==> config.mk <==
export PLATFORM = sky130hd
export DESIGN_NAME = motor_spi_regs
export DESIGN_NICKNAME = d
export VERILOG_FILES = /design/src/rtl/motor_spi_pkg.sv /design/src/rtl/spi_shift_engine.sv /design/src/rtl/status_frame_mux.sv /design/src/rtl/write_frame_decoder.sv /design/src/rtl/motor_spi_regs.sv
export SDC_FILE = /design/constraint.sdc
export NUM_CORES = 1
export LEC_CHECK = 0
export BUFFER_PORTS_ARGS = -buffer_cell sky130_fd_sc_hd__buf_2
export CAP_MARGIN = 30
export CORE_ASPECT_RATIO = 1.25
export CORE_MARGIN = 1
export CORE_UTILIZATION = 40
export CTS_CLUSTER_DIAMETER = 150
export DETAILED_ROUTE_END_ITERATION = 6
export PLACE_DENSITY = 0.6
export SYNTH_ARGS = -nofsm -noshare
export SYNTH_HDL_FRONTEND = slang
export SYNTH_HIERARCHICAL = 1
export SYNTH_SLANG_ARGS = --single-unit
==> constraint.sdc <==
create_clock -name clk -period 4.62 [get_ports clk]
set_input_delay 0.462 -clock clk [delete_from_list [all_inputs] [get_ports clk]]
set_output_delay 0.462 -clock clk [all_outputs]
set_load 0.05 [all_outputs]
==> src/rtl/motor_spi_pkg.sv <==
package motor_spi_pkg;

  localparam int BYTE_W  = 8;
  localparam int SPEED_W = 10;
  localparam int MODE_W  = 2;
  localparam int ENC_W   = 16;
  localparam int CNT_W   = 5;

  localparam logic [7:0] CMD_READ  = 8'h00;
  localparam logic [7:0] CMD_WRITE = 8'h01;

  // status frame length: version, two bytes per encoder, fault, kick status, kick volt, halls
  function automatic int read_len(input int nw, input int nh);
    return 1 + 2 * nw + 3 + nh;
  endfunction

  // whole write transaction: command, two bytes per drive (wheels + dribbler), power
  function automatic int write_len(input int nw);
    return 1 + 2 * (nw + 1) + 1;
  endfunction

  function automatic logic [SPEED_W-1:0] join_speed(input logic [7:0] lo, input logic [7:0] hi);
    return {hi[1:0], lo};
  endfunction

  function automatic logic [MODE_W-1:0] mode_field(input logic [7:0] hi);
    return hi[3:2];
  endfunction

  // reserved-bit violation for a write data byte at transaction position pos
  function automatic logic rsvd_bad(input int pos, input logic [7:0] b, input int nw);
    if (pos >= 2 && pos <= 2 * nw && (pos % 2) == 0) return |b[7:4];
    if (pos == 2 * nw + 2) return |b[5:4];
    return 1'b0;
  endfunction

endpackage

==> src/rtl/spi_shift_engine.sv <==
module spi_shift_engine
  import motor_spi_pkg::*;
#(
  parameter int SYNC_STAGES = 2
) (
  input  logic             clk,
  input  logic             rst_n,
  input  logic             sclk_in,
  input  logic             cs_n_in,
  input  logic             mosi_in,
  input  logic [7:0]       tx_byte,
  output logic             miso,
  output logic             byte_done,
  output logic [7:0]       rx_byte,
  output logic [CNT_W-1:0] byte_cnt,
  output logic             cs_active,
  output logic             cs_start,
  output logic             cs_end,
  output logic             bit_aligned
);

  logic [SYNC_STAGES-1:0] sclk_sync, cs_sync, mosi_sync;
  logic sclk_s, act_s, mosi_s;
  logic sclk_q, act_q;
  logic s_rise, s_fall;
  logic [2:0] bit_cnt;
  logic [6:0] rx_sr;
  logic [7:0] tx_sr;

  always_ff @(posedge clk or negedge rst_n) begin
    if (!rst_n) begin
      sclk_sync <= '0;
      cs_sync   <= '1;
      mosi_sync <= '0;
    end else begin
      sclk_sync <= {sclk_sync[SYNC_STAGES-2:0], sclk_in};
      cs_sync   <= {cs_sync[SYNC_STAGES-2:0], cs_n_in};
      mosi_sync <= {mosi_sync[SYNC_STAGES-2:0], mosi_in};
    end
  end

  assign sclk_s = sclk_sync[SYNC_STAGES-1];
  assign act_s  = !cs_sync[SYNC_STAGES-1];
  assign mosi_s = mosi_sync[SYNC_STAGES-1];

  assign s_rise   = sclk_s && !sclk_q;
  assign s_fall   = !sclk_s && sclk_q;
  assign cs_start = act_s && !act_q;
  assign cs_end   = !act_s && act_q;

  always_ff @(posedge clk or negedge rst_n) begin
    if (!rst_n) begin
      sclk_q    <= 1'b0;
      act_q     <= 1'b0;
      bit_cnt   <= '0;
      byte_cnt  <= '0;
      rx_sr     <= '0;
      tx_sr     <= '0;
      byte_done <= 1'b0;
      rx_byte   <= '0;
    end else begin
      sclk_q <= sclk_s;
      act_q  <= act_s;
      if (!act_s) begin
        bit_cnt   <= '0;
        byte_cnt  <= '0;
        rx_sr     <= '0;
        tx_sr     <= '0;
        byte_done <= 1'b0;
      end else begin
        byte_done <= 1'b0;
        if (byte_done && byte_cnt != '1) byte_cnt <= byte_cnt + 1'b1;
        if (s_rise) begin
          rx_sr   <= {rx_sr[5:0], mosi_s};
          bit_cnt <= bit_cnt + 1'b1;
          if (bit_cnt == 3'd7) begin
            byte_done <= 1'b1;
            rx_byte   <= {rx_sr, mosi_s};
          end
        end
        if (s_fall) begin
          if (bit_cnt == 3'd0) tx_sr <= tx_byte;
          else                 tx_sr <= {tx_sr[6:0], 1'b0};
        end
      end
    end
  end

  assign miso        = tx_sr[7];
  assign cs_active   = act_s;
  assign bit_aligned = (bit_cnt == 3'd0);

  // an idle chip-select leaves no shift position and a quiet output behind
  a_r1_idle_clear: assert property (@(posedge clk) disable iff (!rst_n)
    !act_s |=> (bit_cnt == 3'd0 && byte_cnt == '0 && !miso));

  // a completed byte is announced for a single cycle
  a_r1_done_single: assert property (@(posedge clk) disable iff (!rst_n)
    byte_done |=> !byte_done);

endmodule

==> src/rtl/status_frame_mux.sv <==
module status_frame_mux
  import motor_spi_pkg::*;
#(
  parameter int         NUM_WHEEL = 4,
  parameter int         NUM_HALL  = 5,
  parameter logic [7:0] VERSION   = 8'h04
) (
  input  logic                        clk,
  input  logic                        rst_n,
  input  logic                        cs_active,
  input  logic                        cs_start,
  input  logic                        cmd_is_read,
  input  logic [CNT_W-1:0]            byte_cnt,
  input  logic [NUM_WHEEL*ENC_W-1:0]  enc_count,
  input  logic [6:0]                  fault_in,
  input  logic                        proto_err,
  input  logic [7:0]                  kick_status,
  input  logic [7:0]                  kick_volt,
  input  logic [NUM_HALL*8-1:0]       hall_count,
  output logic [7:0]                  tx_byte
);

  localparam int FL        = read_len(NUM_WHEEL, NUM_HALL);
  localparam int FAULT_POS = 1 + 2 * NUM_WHEEL;
  localparam int HALL_POS  = FAULT_POS + 3;

  logic [FL*8-1:0] live_flat, snap_flat;
  logic [CNT_W-1:0] idx;

  assign live_flat[7:0] = VERSION;

  for (genvar w = 0; w < NUM_WHEEL; w++) begin : g_enc
    assign live_flat[(1 + 2*w)*8 +: 8] = enc_count[w*ENC_W +: 8];
    assign live_flat[(2 + 2*w)*8 +: 8] = enc_count[w*ENC_W + 8 +: 8];
  end

  assign live_flat[FAULT_POS*8 +: 8]     = {proto_err, fault_in};
  assign live_flat[(FAULT_POS+1)*8 +: 8] = kick_status;
  assign live_flat[(FAULT_POS+2)*8 +: 8] = kick_volt;

  for (genvar h = 0; h < NUM_HALL; h++) begin : g_hall
    assign live_flat[(HALL_POS + h)*8 +: 8] = hall_count[h*8 +: 8];
  end

  always_ff @(posedge clk or negedge rst_n) begin
    if (!rst_n)        snap_flat <= '0;
    else if (cs_start) snap_flat <= live_flat;
  end

  assign idx = byte_cnt - 1'b1;

  always_comb begin
    tx_byte = 8'h00;
    if (cmd_is_read && byte_cnt != '0 && int'(byte_cnt) <= FL)
      tx_byte = snap_flat[int'(idx)*8 +: 8];
  end

  // the snapshot is frozen for the rest of the transaction
  a_r3_snap_hold: assert property (@(posedge clk) disable iff (!rst_n)
    (cs_active && !cs_start) |=> $stable(snap_flat));

  // nothing is offered past the end of the frame
  a_r4_tail_zero: assert property (@(posedge clk) disable iff (!rst_n)
    (int'(byte_cnt) > FL) |-> (tx_byte == 8'h00));

endmodule

==> src/rtl/write_frame_decoder.sv <==
module write_frame_decoder
  import motor_spi_pkg::*;
#(
  parameter int NUM_WHEEL = 4
) (
  input  logic                         clk,
  input  logic                         rst_n,
  input  logic                         byte_done,
  input  logic [CNT_W-1:0]             byte_pos,
  input  logic [7:0]                   rx_byte,
  input  logic                         cmd_is_write,
  input  logic                         cs_end,
  input  logic                         bit_aligned,
  output logic [(NUM_WHEEL+1)*SPEED_W-1:0] drv_speed,
  output logic [(NUM_WHEEL+1)*MODE_W-1:0]  drv_mode,
  output logic                         kick_charge,
  output logic                         kick_chip,
  output logic [7:0]                   kick_power,
  output logic                         proto_err
);

  localparam int ND      = NUM_WHEEL + 1;
  localparam int WL      = write_len(NUM_WHEEL);
  localparam int DRB_HI  = 2 * ND;

  logic [WL*8-1:0] shadow;
  logic            frame_bad;
  logic            commit;
  logic            store_en;
  logic            byte_bad;

  assign store_en = byte_done && cmd_is_write && byte_pos != '0 && int'(byte_pos) < WL;
  assign byte_bad = rsvd_bad(int'(byte_pos), rx_byte, NUM_WHEEL);
  assign commit   = cs_end && cmd_is_write && int'(byte_pos) == WL && bit_aligned && !frame_bad;

  always_ff @(posedge clk or negedge rst_n) begin
    if (!rst_n) begin
      shadow      <= '0;
      frame_bad   <= 1'b0;
      proto_err   <= 1'b0;
      drv_speed   <= '0;
      drv_mode    <= '0;
      kick_charge <= 1'b0;
      kick_chip   <= 1'b0;
      kick_power  <= '0;
    end else begin
      if (store_en) begin
        shadow[int'(byte_pos)*8 +: 8] <= rx_byte;
        if (byte_bad) begin
          proto_err <= 1'b1;
          frame_bad <= 1'b1;
        end
      end
      if (cs_end) frame_bad <= 1'b0;
      if (commit) begin
        for (int i = 0; i < ND; i++) begin
          drv_speed[i*SPEED_W +: SPEED_W] <= join_speed(shadow[(1 + 2*i)*8 +: 8],
                                                        shadow[(2 + 2*i)*8 +: 8]);
          drv_mode[i*MODE_W +: MODE_W]    <= mode_field(shadow[(2 + 2*i)*8 +: 8]);
        end
        kick_charge <= shadow[DRB_HI*8 + 7];
        kick_chip   <= shadow[DRB_HI*8 + 6];
        kick_power  <= shadow[(WL-1)*8 +: 8];
      end
    end
  end

  // a commit coincides with the end of the transaction, after which the position is clear
  a_r6_commit_closes: assert property (@(posedge clk) disable iff (!rst_n)
    commit |=> (byte_pos == '0));

  // setpoints hold between commits
  a_r6_live_hold: assert property (@(posedge clk) disable iff (!rst_n)
    !commit |=> $stable({drv_speed, drv_mode, kick_charge, kick_chip, kick_power}));

  // the protocol-error flag never clears on its own
  a_r7_err_sticky: assert property (@(posedge clk) disable iff (!rst_n)
    proto_err |=> proto_err);

endmodule

==> src/rtl/motor_spi_regs.sv <==
module motor_spi_regs
  import motor_spi_pkg::*;
#(
  parameter int         NUM_WHEEL   = 4,
  parameter int         NUM_HALL    = 5,
  parameter int         SYNC_STAGES = 2,
  parameter logic [7:0] VERSION     = 8'h04
) (
  input  logic                               clk,
  input  logic                               rst_n,
  input  logic                               spi_sclk,
  input  logic                               spi_cs_n,
  input  logic                               spi_mosi,
  output logic                               spi_miso,
  input  logic [NUM_WHEEL*16-1:0]            enc_count,
  input  logic [6:0]                         fault_in,
  input  logic [7:0]                         kick_status,
  input  logic [7:0]                         kick_volt,
  input  logic [NUM_HALL*8-1:0]              hall_count,
  output logic [(NUM_WHEEL+1)*10-1:0]        drv_speed,
  output logic [(NUM_WHEEL+1)*2-1:0]         drv_mode,
  output logic                               kick_charge,
  output logic                               kick_chip,
  output logic [7:0]                         kick_power
);

  logic [7:0]       tx_byte, rx_byte, cmd;
  logic [CNT_W-1:0] byte_cnt;
  logic             byte_done, cs_active, cs_start, cs_end, bit_aligned;
  logic             cmd_valid, cmd_is_read, cmd_is_write, proto_err;

  spi_shift_engine #(.SYNC_STAGES(SYNC_STAGES)) u_engine (
    .clk(clk), .rst_n(rst_n), .sclk_in(spi_sclk), .cs_n_in(spi_cs_n), .mosi_in(spi_mosi),
    .tx_byte(tx_byte), .miso(spi_miso), .byte_done(byte_done), .rx_byte(rx_byte),
    .byte_cnt(byte_cnt), .cs_active(cs_active), .cs_start(cs_start), .cs_end(cs_end),
    .bit_aligned(bit_aligned)
  );

  always_ff @(posedge clk or negedge rst_n) begin
    if (!rst_n) begin
      cmd       <= '0;
      cmd_valid <= 1'b0;
    end else if (!cs_active) begin
      cmd_valid <= 1'b0;
    end else if (byte_done && byte_cnt == '0) begin
      cmd       <= rx_byte;
      cmd_valid <= 1'b1;
    end
  end

  assign cmd_is_read  = cmd_valid && cmd == CMD_READ;
  assign cmd_is_write = cmd_valid && cmd == CMD_WRITE;

  status_frame_mux #(.NUM_WHEEL(NUM_WHEEL), .NUM_HALL(NUM_HALL), .VERSION(VERSION)) u_status (
    .clk(clk), .rst_n(rst_n), .cs_active(cs_active), .cs_start(cs_start),
    .cmd_is_read(cmd_is_read), .byte_cnt(byte_cnt), .enc_count(enc_count),
    .fault_in(fault_in), .proto_err(proto_err), .kick_status(kick_status),
    .kick_volt(kick_volt), .hall_count(hall_count), .tx_byte(tx_byte)
  );

  write_frame_decoder #(.NUM_WHEEL(NUM_WHEEL)) u_write (
    .clk(clk), .rst_n(rst_n), .byte_done(byte_done), .byte_pos(byte_cnt), .rx_byte(rx_byte),
    .cmd_is_write(cmd_is_write), .cs_end(cs_end), .bit_aligned(bit_aligned),
    .drv_speed(drv_speed), .drv_mode(drv_mode), .kick_charge(kick_charge),
    .kick_chip(kick_chip), .kick_power(kick_power), .proto_err(proto_err)
  );

  // the command byte is shifted against a silent output
  a_r2_cmd_quiet: assert property (@(posedge clk) disable iff (!rst_n)
    (cs_active && byte_cnt == '0) |-> !spi_miso);

  // commands other than read never drive data
  a_r8_nonread_quiet: assert property (@(posedge clk) disable iff (!rst_n)
    (cs_active && cmd_valid && cmd != CMD_READ) |-> !spi_miso);

endmodule

# ---- After elaboration in Yosys (flattened, before gate mapping)
# Cells that the tools add are included.
dict set report op_classes {
  addsub 4
  n_lt_le_gt_ge 4
  eq_ne 5
  n_shift 3
  n_mux 26
  n_bitwise 1
  n_reduce_logical 41
}
# operator n
set ops {}
lappend ops {{indexed part select 136 x 9 -> 8 bit} 1}
lappend ops {{bitwise mux 96 bit} 1}
lappend ops {{variable shift 8 x 33 -> 96 bit, first input constant} 1}
lappend ops {{indexed part select 8 x 33 -> 96 bit} 1}
lappend ops {{negator 8 -> 33 bit} 1}
lappend ops {{zero test 32 bit} 1}
lappend ops {{2-to-1 mux 8 bit} 4}
lappend ops {{logical AND 1 bit} 19}
lappend ops {{2-to-1 mux 1 bit} 15}
lappend ops {{2-to-1 mux 7 bit} 2}
lappend ops {{nonzero test 2 bit} 6}
lappend ops {{== test 5 bit, second input constant} 2}
lappend ops {{2-to-1 mux 5 bit} 2}
lappend ops {{== test 8 x 1 -> 1 bit, second input constant} 1}
lappend ops {{zero test 8 bit} 1}
lappend ops {{2-to-1 mux 3 bit} 2}
lappend ops {{AND reduction 2 bit} 3}
lappend ops {{adder 5 x 1 -> 5 bit, second input constant} 1}
lappend ops {{greater-or-equal comparator 5 x 2 -> 1 bit, second input constant} 1}
lappend ops {{less-or-equal comparator 5 x 4 -> 1 bit, second input constant} 1}
lappend ops {{less-or-equal comparator 5 bit, second input constant} 1}
lappend ops {{zero test 1 bit} 5}
lappend ops {{zero test 5 bit} 1}
lappend ops {{less-than comparator 5 x 4 -> 1 bit, second input constant} 1}
lappend ops {{other kinds (10)} 10}
dict set report word_totals {
  register_bits 346
  input_bits 132
  wordCells 106
}

# ---- Depth between registers and ports, before layout
# Gate-level depths: netlist of run 1.
dict set report depth {
  ltp_word 10
  depth_mapped 13
  depth_no_buf 10
}

# ---- Modules after synthesis
# The synthesis of run 1 kept the hierarchy.
# module instances cells_each area_each_um2 seq_area_each_um2
set modules_own_cells {}
lappend modules_own_cells {status_frame_mux 1 406 6127.1 3228.1}
lappend modules_own_cells {write_frame_decoder 1 390 5845.6 3553.4}
lappend modules_own_cells {spi_shift_engine 1 133 1661.6 1003.5}
lappend modules_own_cells {motor_spi_regs 1 27 382.9 225.2}

# ---- Least setup slack after synthesis of run 1
# OpenSTA, ideal clock, no wires.
dict set report synth_timing {
  kind {register -> register}
  start {reg u_engine.byte_cnt[0]}
  end {reg u_write.shadow[40]}
  setup_time_ns 0.125
  arrival_ns 2.782
  setup_slack_ns 1.713
  path_stages_with_launch 11
  n_path_buf 2
  synth_period_minus_slack_ns 2.907
  cell_sequence {dfrtp_1 clkbuf_1 inv_1 ha_1 nor3b_2 ha_1 and4bb_2 nand3_4 or3_1 buf_6 mux2_4}
}
dict set report synth_between {
  elab_chain_cells 3
}
# element line_no
set synth_rtl {}
lappend synth_rtl {{start: declaration} spi_shift_engine.sv:15} ;# output logic [CNT_W-1:0] byte_cnt,
lappend synth_rtl {{start signal: assignment} spi_shift_engine.sv:72} ;# if (byte_done && byte_cnt != '1) byte_cnt <= byte_cnt + 1'b1;
lappend synth_rtl {{negator 8 -> 33 bit / nonzero test 5 bit (equally long branches)} {write_frame_decoder.sv:48, write_frame_decoder.sv:32}}
lappend synth_rtl {{indexed part select 8 x 33 -> 96 bit (tied with other cells)} write_frame_decoder.sv:48} ;# shadow[int'(byte_pos)*8 +: 8] <= rx_byte;
lappend synth_rtl {{bitwise mux 96 bit / logical AND 1 bit (equally long branches)} {write_frame_decoder.sv:48, write_frame_decoder.sv:32}}
lappend synth_rtl {{end signal: indexed assignment} write_frame_decoder.sv:48}
lappend synth_rtl {{end: declaration} write_frame_decoder.sv:26} ;# logic [WL*8-1:0] shadow;
# Several ways; a longest one is shown, not always the timed one.
# A chain may end at the register's enable or synchronous reset.

# ---- Final worst setup path of run 1
dict set report layout_timing {
  start {reg u_engine.byte_cnt[0]}
  end {reg u_write.shadow[19]}
}
# The elaborated chain is that of the path after synthesis.

==> results of run 1 <==
[power by group through the flow]
stage                     Sequential [W]  Clock [W]  Combinational [W]
after floorplan                  0.00308          0           0.000258
after CTS                        0.00307    0.00282           0.000416
after detailed placement         0.00312          0           0.000414
after global routing             0.00309    0.00291           0.000450
final                            0.00306    0.00272           0.000404
after global placement           0.00311          0           0.000404
[layer usage]
layer | part of all wire [%] | vias up | GRT usage [%]
li1 | - | 3852 | -
met1 | 43 | 4219 | 22.4
met2 | 49 | 198 | 29.2
met3 | 5.3 | 55 | 4.19
met4 | 2.6 | 8 | 5.96
met5 | 0.17 | - | 0
[layout make-up]
| class | instances | area (µm²) |
|---|---|---|
| diodes | 1 | 2.50 |
| inverters | 22 | 82.6 |
| clock inverters | 5 | 60.1 |
| well taps | 468 | 586 |
| fillers | 3068 | 18000 |
| flip-flops and latches | 320 | 8010 |
| clock buffers | 55 | 1060 |
| repair buffers | 212 | 1130 |
| multi-input cells | 562 | 5600 |
[registers in the layout, summed over array words and instances, names as in the netlist, 7 cells and up]
register and cells:
u_status/snap_flat 129, cmd 8, u_engine/rx_sr 7, u_engine/rx_byte 8
u_engine/tx_sr 8, u_write/shadow 70, u_write/drv_speed 50, u_write/kick_power 8
u_write/drv_mode 10
[metrics by stage]
| stage | cell area [µm²] | worst slack, ns | power, W |
|---|---|---|---|
| floorplan | 14000 | 1.71 | 0.00333 |
| global route | 16500 | 1.21 | 0.00645 |
| CTS | 16500 | 1.39 | 0.00630 |
| detailed placement | 15400 | 1.41 | 0.00353 |
| global placement | 15400 | 1.48 | 0.00352 |
| finish | 16500 | 1.44 | 0.00619 |
[worst max path at each step]
stage	start	cells past startpoint	slack, ns	endpoint
6_report	u_engine/byte_cnt[0]$_DFFE_PN0P_	8	1.44	u_write/shadow[19]$_DFFE_PN0P_
5_1_grt	u_engine/byte_cnt[1]$_DFFE_PN0P_	9	1.21	u_engine/tx_sr[3]$_DFFE_PN0P_
4_1_cts	u_engine/byte_cnt[0]$_DFFE_PN0P_	8	1.39	u_write/shadow[16]$_DFFE_PN0P_
3_5_place_dp	u_engine/byte_cnt[0]$_DFFE_PN0P_	8	1.41	u_write/shadow[16]$_DFFE_PN0P_
3_3_place_gp	u_engine/byte_cnt[0]$_DFFE_PN0P_	9	1.48	u_engine/tx_sr[3]$_DFFE_PN0P_
2_1_floorplan	u_engine/byte_cnt[0]$_DFFE_PN0P_	10	1.71	u_write/shadow[40]$_DFFE_PN0P_
[cells by family (layout without fill, tap and decap cells)]
kind of cell / after synthesis / after routing / synth area share, %
muxes: 322 / 322 / 28.0
xor gates and xnor gates: 8 / 8 / 0.687
DFF: 320 / 320 / 57.1
and+or+nand+nor: 139 / 139 / 5.74
AOI/OAI and AO/OA: 83 / 83 / 4.45
adders and majority gates: 10 / 10 / 0.893
other: 0 / 1 / 0
buffers and inverters: 74 / 294 / 3.12
[worst max-delay path, delay by kind of cell (launching register included)]
family	cells	cell delay, ns
adder cells (fa/ha/maj)	2	0.51
buffers and inverters	1	0.15
multiplexers	1	0.41
AND/OR/NAND/NOR	4	1.34
flip-flops	1	0.64
[cells in the final DEF, fill, tap and decap left out, types with 4 or more instances in the layout]
cell,synthesis,routed
dfrtp_1,318,317
mux2_2,256,256
buf_2,22,201
nand2_1,51,51
clkbuf_16,0,37
a21oi_1,27,27
mux4_2,24,24
mux2i_1,20,20
nor2_1,20,19
inv_1,19,19
o21ai_0,14,14
mux2_4,13,13
clkbuf_1,7,11
and3_1,9,9
ha_1,10,9
mux2_1,9,9
o2bb2ai_1,8,8
clkbuf_8,0,7
buf_4,9,7
and2_1,7,7
a311o_1,7,7
a221o_1,6,6
nor3_2,5,5
nand2b_1,5,5
nand3_1,5,5
or3_1,5,5
o31ai_1,4,4
==> run summary, run 1 <==
Run status = complete, but fails checks
Failing checks = hold timing
Post-CTS Setup Bufs = 0
Critical path cell sequence = inv_1, ha_1, nor3b_2, ha_1, and4bb_2, nand3_4, nor3_1, mux2_2
Drt pass-1 iters = 4
Synth unique cells = 72
Hold Path Class = in -> async
DRC viols = 0
CTS tree = done
Initial antenna violation count = 5
Synth Register Bits = 320
Synth Flop Type = dfrtp_1
DIE AREA = 0.0358 mm²
Nets@finish = 1,294
RSZ-0062 raised after global routing = no
Antenna Nets Post-Route = 0
Gate power share = 6.5%
Maxcap violations = 0
Leakage = 7.73 nW
Die width = 169 µm
Post-route setup TNS = 0 ns
Largest net degree at the start of global routing = 130
Setup Crit Path Kind = reg -> reg
Most frequent cell on the critical path = ha_1
Layout Skew = 0.0112 ns
Critical path endpoint category = flip-flop
Worst path required time = 5.01 ns
Reg2reg path depth = 8
Relative slew margins = 37.5%
EDFF count, synth = 0
Hold slack final = -0.0165 ns
P_int = 0.00484 W
Clock Power Share = 43.9%
Top cell type by total area after synthesis = dfrtp_1
Share of Yosys cell area claimed by the top area cell type = 56.8%
# clock sinks = 320
Initial DRC Count = 486
Layout Cells excl Fill = 1,645
CTS H-tree lvls = 2
# setup viols final = 0
Fmax = 0.314 GHz
CP peak stage delay = 0.64 ns
Root Buffer = clkbuf_16
Flop2flop setup slack = 1.44 ns
Vias in the first global route = 8,745
Detailed Route WL = 30,100 µm
Startpoint Class = flip-flop
Top-count cell post-synth = dfrtp_1
Mapped Cells = 956
Clock Latency Late Sink = 0.51 ns
Sw frac = 21.7%
Min Clock Period, post-route = 3.18 ns
CP Max Fanout = 27
Wire per inst = 18.3 µm
First-pass GRT wire length = 49,100 µm
Hold_buf cts = 0
Reg power frac = 49.5%
Ys Warns = 6
Clock-pin slew on the worst setup and hold paths = 0.06 ns
Synth Cell Area = 0.0140 mm²
Peak VDD IR = 0.247 mV
WP data arrival = 3.57 ns
Crit share post-route = 68.9%
FFs w/ async S/R, synth = 100%
CTS Buffer Depth = 3
P_sw = 0.00134 W
Cts repair resizes = 0
# rows = 76
Via-per-instance ratio = 5.07
Port bufs = 202
Synth top cells by count = 318 x dfrtp_1, 256 x mux2_2, 51 x nand2_1
GP Congestion = 0.776
Die Y = 211 µm
Total congestion overflow = 0
Starting density of the core = 40.6%
DR vias = 8,332
Share of post-route cells with drive strength above 1 = 50.4%
Max-slew violations = 0
Top cells by area, synth = dfrtp_1 57%, mux2_2 21%, mux4_2 3.9%, mux2i_1 1.4%, mux2_4 1.4%
Total GRT Usage = 17.5%
RR Startpoint = u_engine/byte_cnt[0]$_DFFE_PN0P_
Core ar. = 0.0345 mm²
Post-synthesis sequential area ratio = 57.1%
Placed cells = 1,584
Layout area overhead = 18.0%
Pwr Density = 374 mW/mm²
Number of top-level pins = 203
R2R Path End = u_write/shadow[19]$_DFFE_PN0P_
Avg Cell Area, Syn = 14.7 µm²
Final hold vios = 4
CTS buffer count = 34
Final core utilization = 47.9%
Final HPWL DP = 20,800 µm
Slew @ Worst Pin = 0.938 ns
CP max-delay cell = dfrtp_2
Synth Net Count = 1,098
Note: power is estimated with default switching activity, not from simulation.
==> run 2: changes to the inputs <==
--- a/config.mk
+++ b/config.mk
@@ -12,7 +12,7 @@
 export CORE_UTILIZATION = 40
 export CTS_CLUSTER_DIAMETER = 150
 export DETAILED_ROUTE_END_ITERATION = 6
-export PLACE_DENSITY = 0.6
+export PLACE_DENSITY = 0.62
 export SYNTH_ARGS = -nofsm -noshare
 export SYNTH_HDL_FRONTEND = slang
 export SYNTH_HIERARCHICAL = 1
==> constraint.sdc (replaced) <==
create_clock -name clk -period 2.7 [get_ports clk]
set_input_delay 0.27 -clock clk [delete_from_list [all_inputs] [get_ports clk]]
set_output_delay 0.27 -clock clk [all_outputs]
set_load 0.05 [all_outputs]
==> run 2 against run 1 <==
Net effect: the run now ends clean; total power grew 72%; global-route usage grew 1.1 points; sequential share of layout area shrank 4.3 points; non-clock buffer count grew 162; final cell count grew 10%; highest routed layer is now met4; worst setup slack lost 1.4 ns; die area is the same.
==> run summary, run 2 (synthesized netlist as in run 1, its figures left out) <==
Port bufs = 202 (unchanged)
Crit share post-route = 97.6% (+29 points)
Flop2flop setup slack = 0.07 ns (-1.37 ns)
Most frequent cells in the layout = 317 x dfrtp_1, 255 x mux2_2, 201 x buf_2
Leading registers by flop count = u_status/snap_flat: 129 flops, u_write/shadow: 70 flops, u_write/drv_speed: 50 flops
Antenna Nets Post-Route = 0 (unchanged)
Leakage = 8.43 nW (+9.1%)
WP data arrival = 3.06 ns (-0.51 ns)
Wire per inst = 17.8 µm (-2.7%)
Max reg flops = 129 (unchanged)
Setup Crit Path Kind = reg -> reg
Max-slew violations = 0 (unchanged)
Root Buffer = clkbuf_16
DRC viols = 0 (unchanged)
Run status = complete, no violations
# rows = 76 (unchanged)
Number of top-level pins = 203 (unchanged)
Vias in the first global route = 9,678 (+11%)
Worst Path Buf+Inv = 0 (-1)
Core ar. = 0.0345 mm² (unchanged)
FILL cells = 2,926 (-4.6%)
CP peak stage delay = 0.53 ns (-0.11 ns)
RSZ-0062 raised after global routing = yes
Register area = 0.00801 mm² (unchanged)
Drt pass-1 iters = 4 (unchanged)
Startpoint Class = flip-flop
CTS Buffer Depth = 3 (unchanged)
Multi-input gate area in the final layout = 0.00564 mm² (+0.80%)
Critical path cell sequence = or4_1, nor2_2, and4b_1, and4bb_2, o2bb2ai_4, o21ai_4, a311o_1, a21oi_1, mux2i_1, o2bb2ai_1
Total congestion overflow = 0 (unchanged)
Relative slew margins = 54.2% (+17 points)
Die Y = 211 µm (unchanged)
CP Max Fanout = 7 (-74%)
Clock-pin slew on the worst setup and hold paths = 0.06 ns (about the same)
CTS H-tree lvls = 2 (unchanged)
# setup viols final = 0 (unchanged)
Total GRT Usage = 18.6% (+1.1 points)
Layout area overhead = 29.3%
Nets@finish = 1,457 (+13%)
Hold Path Class = in -> async
Peak VDD IR = 0.520 mV (+110%)
Fmax = 0.380 GHz (+21%)
Crit path from = cmd[5]$_DFFE_PN0P_
Slew @ Worst Pin = 0.687 ns (-0.250 ns)
Pwr Density = 588 mW/mm² (+57%)
Hold slack final = 0.320 ns (+0.336 ns)
RR Startpoint = cmd[5]$_DFFE_PN0P_
Critical path endpoint category = flip-flop
CTS tree = done
Initial DRC Count = 475 (-2.3%)
Reg2reg path depth = 10 (+2)
Share of post-route cells with drive strength above 1 = 46.9% (-3.5 points)
Detailed Route WL = 32,200 µm (+7.0%)
Overall power = 0.0107 W (+72%)
Commonest non-fill, non-tap cell in the layout = dfrtp_1
Worst path required time = 3.13 ns (-1.88 ns)
Biggest register = u_status/snap_flat
Starting density of the core = 40.6% (unchanged)
Final HPWL DP = 21,300 µm (+2.8%)
Antenna fix cells = 0 (-1)
Maxcap violations = 0 (unchanged)
Layout Skew = 0.0199 ns (+0.00867 ns)
Clock Latency Late Sink = 0.52 ns (about the same)
CP delay by family, top = simple AND/OR/NAND/NOR gates
Initial antenna violation count = 0 (-5)
Die width = 169 µm (unchanged)
R2R Path End = u_engine/tx_sr[4]$_DFFE_PN0P_
DR vias = 9,062 (+8.8%)
Final hold vios = 0 (-4)
Largest net degree at the start of global routing = 71 (-45%)
CTS buffer count = 35 (+2.9%)
# clock sinks = 320 (unchanged)
First-pass GRT wire length = 52,300 µm (+6.6%)
GP Congestion = 0.801 (+3.2%)
DIE AREA = 0.0358 mm² (unchanged)
Via-per-instance ratio = 5.01 (-1.1%)
Min Clock Period, post-route = 2.63 ns (-0.547 ns)
CP max-delay cell = or4_1
-- run 2: cell count changes in the layout (fill, tap and decap cells not counted), moves of 3 or more --
cell,delta
or3_1,-3
or3_4,+3
buf_4,+27
a21oi_1,-3
buf_12,+4
clkbuf_1,+5
dlygate4sd3_1,+131
clkbuf_8,-5
clkinv_2,+5
a21oi_2,+3
-- run 2: where the power goes --
part / total, W / switching [W] / internal, W
Combinational: 0.000881 / 0.000343 / 0.000538
Clock: 0.00454 / 0.00186 / 0.00268
Sequential: 0.00524 / 0.000150 / 0.00509
Total: 0.0107 / 0.00235 / 0.00830
-- run 2: layout make-up --
type	count	share of cell area, %
Multi-Input combinational cell	562	31.1
Clock buffer	55	5.59
Clock inverter	8	0.373
Sequential cell	320	44.2
Timing Repair Buffer	374	15.0
Inverter	22	0.455
Tap cell	468	3.23
-- run 2: worst max path at each step --
stage                                     end  slack, ns  cells past startpoint
2_1_floorplan  u_write/shadow[16]$_DFFE_PN0P_       0.04                      9
3_3_place_gp   u_write/shadow[75]$_DFFE_PN0P_       0.08                      7
3_5_place_dp   u_write/shadow[90]$_DFFE_PN0P_       0.06                      7
4_1_cts        u_write/shadow[90]$_DFFE_PN0P_       0.04                      7
5_1_grt         u_engine/tx_sr[4]$_DFFE_PN0P_      -0.08                     10
6_report        u_engine/tx_sr[4]$_DFFE_PN0P_       0.07                     10
-- run 2: routing by layer --
metal / GRT usage, % / wire length (µm) / vias to the layer above
met5: 0 / 0 / -
met4: 7.67 / 1130 / 0
met3: 3.76 / 1420 / 67
met2: 31.9 / 16300 / 243
met1: 22.9 / 13300 / 4571
li1: - / - / 4181
-- run 2: through the flow --
step / cells / setup WS [ns] / util [%] / TNS (ns) / cell area, µm²
floorplan: 956 / 0.0410 / - / 0 / 14000
global placement: 1612 / 0.0758 / 45.4 / 0 / 15700
detailed placement: 1612 / 0.0630 / 45.4 / 0 / 15700
CTS: 1806 / 0.0357 / 52.3 / 0 / 18100
global route: 1809 / -0.0826 / 52.5 / -0.139 / 18100
finish: 1809 / 0.0659 / 52.5 / 0 / 18100
-- run 2: worst reg2reg max path: cells and delay by family (launching register included) --
family           cells  cell delay, ns
AND/OR/NAND/NOR      4            1.19
AO/OA/AOI/OAI        5            0.90
flip-flops           1            0.37
multiplexers         1            0.10
-- run 2: what timing repair did --
action	4_1_cts	5_1_grt
hold endpoints to repair	191	0
hold buffers	131	0
buffers inserted	0	3
resized for setup	0	9
setup endpoints to repair	0	28
==> run 3: changes to the inputs <==
--- a/config.mk
+++ b/config.mk
@@ -6,13 +6,15 @@
 export NUM_CORES = 1
 export LEC_CHECK = 0
 export BUFFER_PORTS_ARGS = -buffer_cell sky130_fd_sc_hd__buf_2
-export CAP_MARGIN = 30
+export CAP_MARGIN = 15
+export CELL_PAD_IN_SITES_DETAIL_PLACEMENT = 0
+export CELL_PAD_IN_SITES_GLOBAL_PLACEMENT = 2
 export CORE_ASPECT_RATIO = 1.25
 export CORE_MARGIN = 1
-export CORE_UTILIZATION = 40
+export CORE_UTILIZATION = 36
 export CTS_CLUSTER_DIAMETER = 150
 export DETAILED_ROUTE_END_ITERATION = 6
-export PLACE_DENSITY = 0.62
+export PLACE_DENSITY = 0.76
 export SYNTH_ARGS = -nofsm -noshare
 export SYNTH_HDL_FRONTEND = slang
 export SYNTH_HIERARCHICAL = 1
==> run 3 against run 2 <==
Net effect: combinational power is essentially flat; die area grew 11%; global-route usage shrank 1.7 points; critical path depth shrank 3; critical path type unchanged; hold slack gained 0.021 ns; clock power grew 9.9%; highest routed layer unchanged; sequential power is essentially flat; clock skew shrank 0.0083 ns.
==> run summary, run 3 (synthesized netlist as in run 1, its figures left out) <==
DIE AREA = 0.0397 mm² (+11%)
Clock-pin slew on the worst setup and hold paths = 0.06 ns (about the same)
Final hold vios = 0 (unchanged)
Pwr Density = 607 mW/mm² (+3.3%)
# clock sinks = 320 (unchanged)
Reg2reg path depth = 7 (-3)
Crit share post-route = 99.4% (+1.8 points)
WP depth = 7 (-3)
Antenna fix cells = 0 (unchanged)
WP data arrival = 3.08 ns (+0.02 ns)
Startpoint Class = flip-flop
Relative slew margins = 54.4% (+0.21 points)
Nets@finish = 1,457 (unchanged)
Layout Skew = 0.0116 ns (-0.00826 ns)
Via-per-instance ratio = 4.90 (-2.1%)
Biggest register = u_status/snap_flat
CTS Buffer Depth = 3 (unchanged)
Largest net degree at the start of global routing = 97 (+37%)
Total congestion overflow = 0 (unchanged)
Overall power = 0.0111 W (+4.2%)
Die Y = 223 µm (+5.4%)
FILL cells = 3,447 (+18%)
Total GRT Usage = 17.0% (-1.7 points)
Vias in the first global route = 9,608 (-0.72%)
CP delay by family, top = simple AND/OR/NAND/NOR gates
Starting density of the core = 36.7% (-3.9 points)
Leakage = 8.50 nW (+0.85%)
Max reg flops = 129 (unchanged)
DRC viols = 0 (unchanged)
Post-route setup TNS = 0 ns (unchanged)
Critical path cell sequence = or4_4, nor2_4, and4_1, and4bb_2, nand4_2, or3_1, mux2_2
RSZ-0062 raised after global routing = yes
Layout area overhead = 30.5%
# rows = 80 (+5.3%)
Port bufs = 202 (unchanged)
CTS tree = done
Hold Path Class = in -> async
Commonest non-fill, non-tap cell in the layout = dfrtp_1
Die width = 178 µm (+5.3%)
Most frequent cells in the layout = 317 x dfrtp_1, 256 x mux2_2, 201 x buf_2
Peak VDD IR = 0.546 mV (+4.9%)
Leading registers by flop count = u_status/snap_flat: 129 flops, u_write/shadow: 70 flops, u_write/drv_speed: 50 flops
Root Buffer = clkbuf_16
Detailed Route WL = 32,700 µm (+1.4%)
Initial DRC Count = 314 (-34%)
Core ar. = 0.0382 mm² (+11%)
CTS buffer count = 35 (unchanged)
# setup viols final = 0 (unchanged)
Initial antenna violation count = 0 (unchanged)
Hold slack final = 0.341 ns (+0.0211 ns)
Final HPWL DP = 22,100 µm (+3.5%)
Run status = complete, no violations
Clock Latency Late Sink = 0.52 ns (about the same)
Share of post-route cells with drive strength above 1 = 47.4% (+0.47 points)
CTS H-tree lvls = 2 (unchanged)
Wire per inst = 17.9 µm (+0.36%)
GP Congestion = 0.762 (-4.9%)
Worst path required time = 3.09 ns (-0.04 ns)
First-pass GRT wire length = 52,900 µm (+1.2%)
Flop2flop setup slack = 0.02 ns (-0.05 ns)
Max-slew violations = 0 (unchanged)
Setup Crit Path Kind = reg -> reg
DR vias = 8,961 (-1.1%)
Fmax = 0.373 GHz (-1.8%)
Min Clock Period, post-route = 2.68 ns (+0.0488 ns)
CP Max Fanout = 8 (+1)
Maxcap violations = 0 (unchanged)
CP peak stage delay = 0.54 ns (about the same)
Worst Path Buf+Inv = 0 (unchanged)
Slew @ Worst Pin = 0.684 ns (-0.00313 ns)
Number of top-level pins = 203 (unchanged)
Critical path endpoint category = flip-flop
Antenna Nets Post-Route = 0 (unchanged)
CP max-delay cell = or4_4
Drt pass-1 iters = 4 (unchanged)
-- run 3: cell type report --
class | instances | area, µm² | share of cell area [%]
flip-flops and latches | 320 | 8010 | 43.8
inverters | 22 | 82.6 | 0.451
clock buffers | 51 | 1070 | 5.84
multi-input cells | 562 | 5640 | 30.8
clock inverters | 7 | 135 | 0.739
well taps | 492 | 616 | 3.36
repair buffers | 374 | 2740 | 15.0
-- run 3: what timing repair did --
action	in CTS	in global routing
setup buffers	0	0
setup endpoints to repair	0	26
hold buffers	131	0
endpoints found under the hold margin	202	0
gates resized for setup	0	8
-- run 3: final timing paths --
kind | end | from
setup / recovery | u_write/shadow[91]$_DFFE_PN0P_ | cmd[5]$_DFFE_PN0P_
hold / removal | u_write/drv_mode[0]$_DFFE_PN0P_ | rst_n
setup reg to reg | u_write/shadow[91]$_DFFE_PN0P_ | cmd[5]$_DFFE_PN0P_
hold reg to reg | u_engine/sclk_sync[1]$_DFF_PN0_ | u_engine/sclk_sync[0]$_DFF_PN0_
max in group asynchronous | u_status/snap_flat[36]$_DFFE_PN0P_ | rst_n
min in group clk | u_engine/sclk_sync[1]$_DFF_PN0_ | u_engine/sclk_sync[0]$_DFF_PN0_
-- run 3: where the power goes --
group | switching (W) | internal [W] | leakage, nW | total [W]
combinational | 0.000340 | 0.000543 | 3.76 | 0.000883
sequential | 0.000145 | 0.00509 | 4.15 | 0.00523
clock | 0.00188 | 0.00311 | 0.595 | 0.00499
total | 0.00236 | 0.00874 | 8.50 | 0.0111
-- run 3: layer usage --
layer	vias up	track usage, %	wire, µm
met4	0	5.17	821
met5	-	0	0
met3	50	2.82	1400
li1	4172	-	-
met1	4515	21.7	13900
met2	224	29.0	16500
-- run 3: stage by stage --
| step | area, µm² | utilization, % | cells | worst slack, ns |
|---|---|---|---|---|
| 2_1_floorplan | 14000 | - | 956 | 0.0410 |
| 3_3_place_gp | 15700 | 41.2 | 1639 | 0.0430 |
| 3_5_place_dp | 15700 | 41.2 | 1639 | 0.0315 |
| 4_1_cts | 18300 | 47.7 | 1828 | 0.00958 |
| 5_1_grt | 18300 | 47.9 | 1828 | -0.0952 |
| 6_report | 18300 | 47.9 | 1828 | 0.0171 |
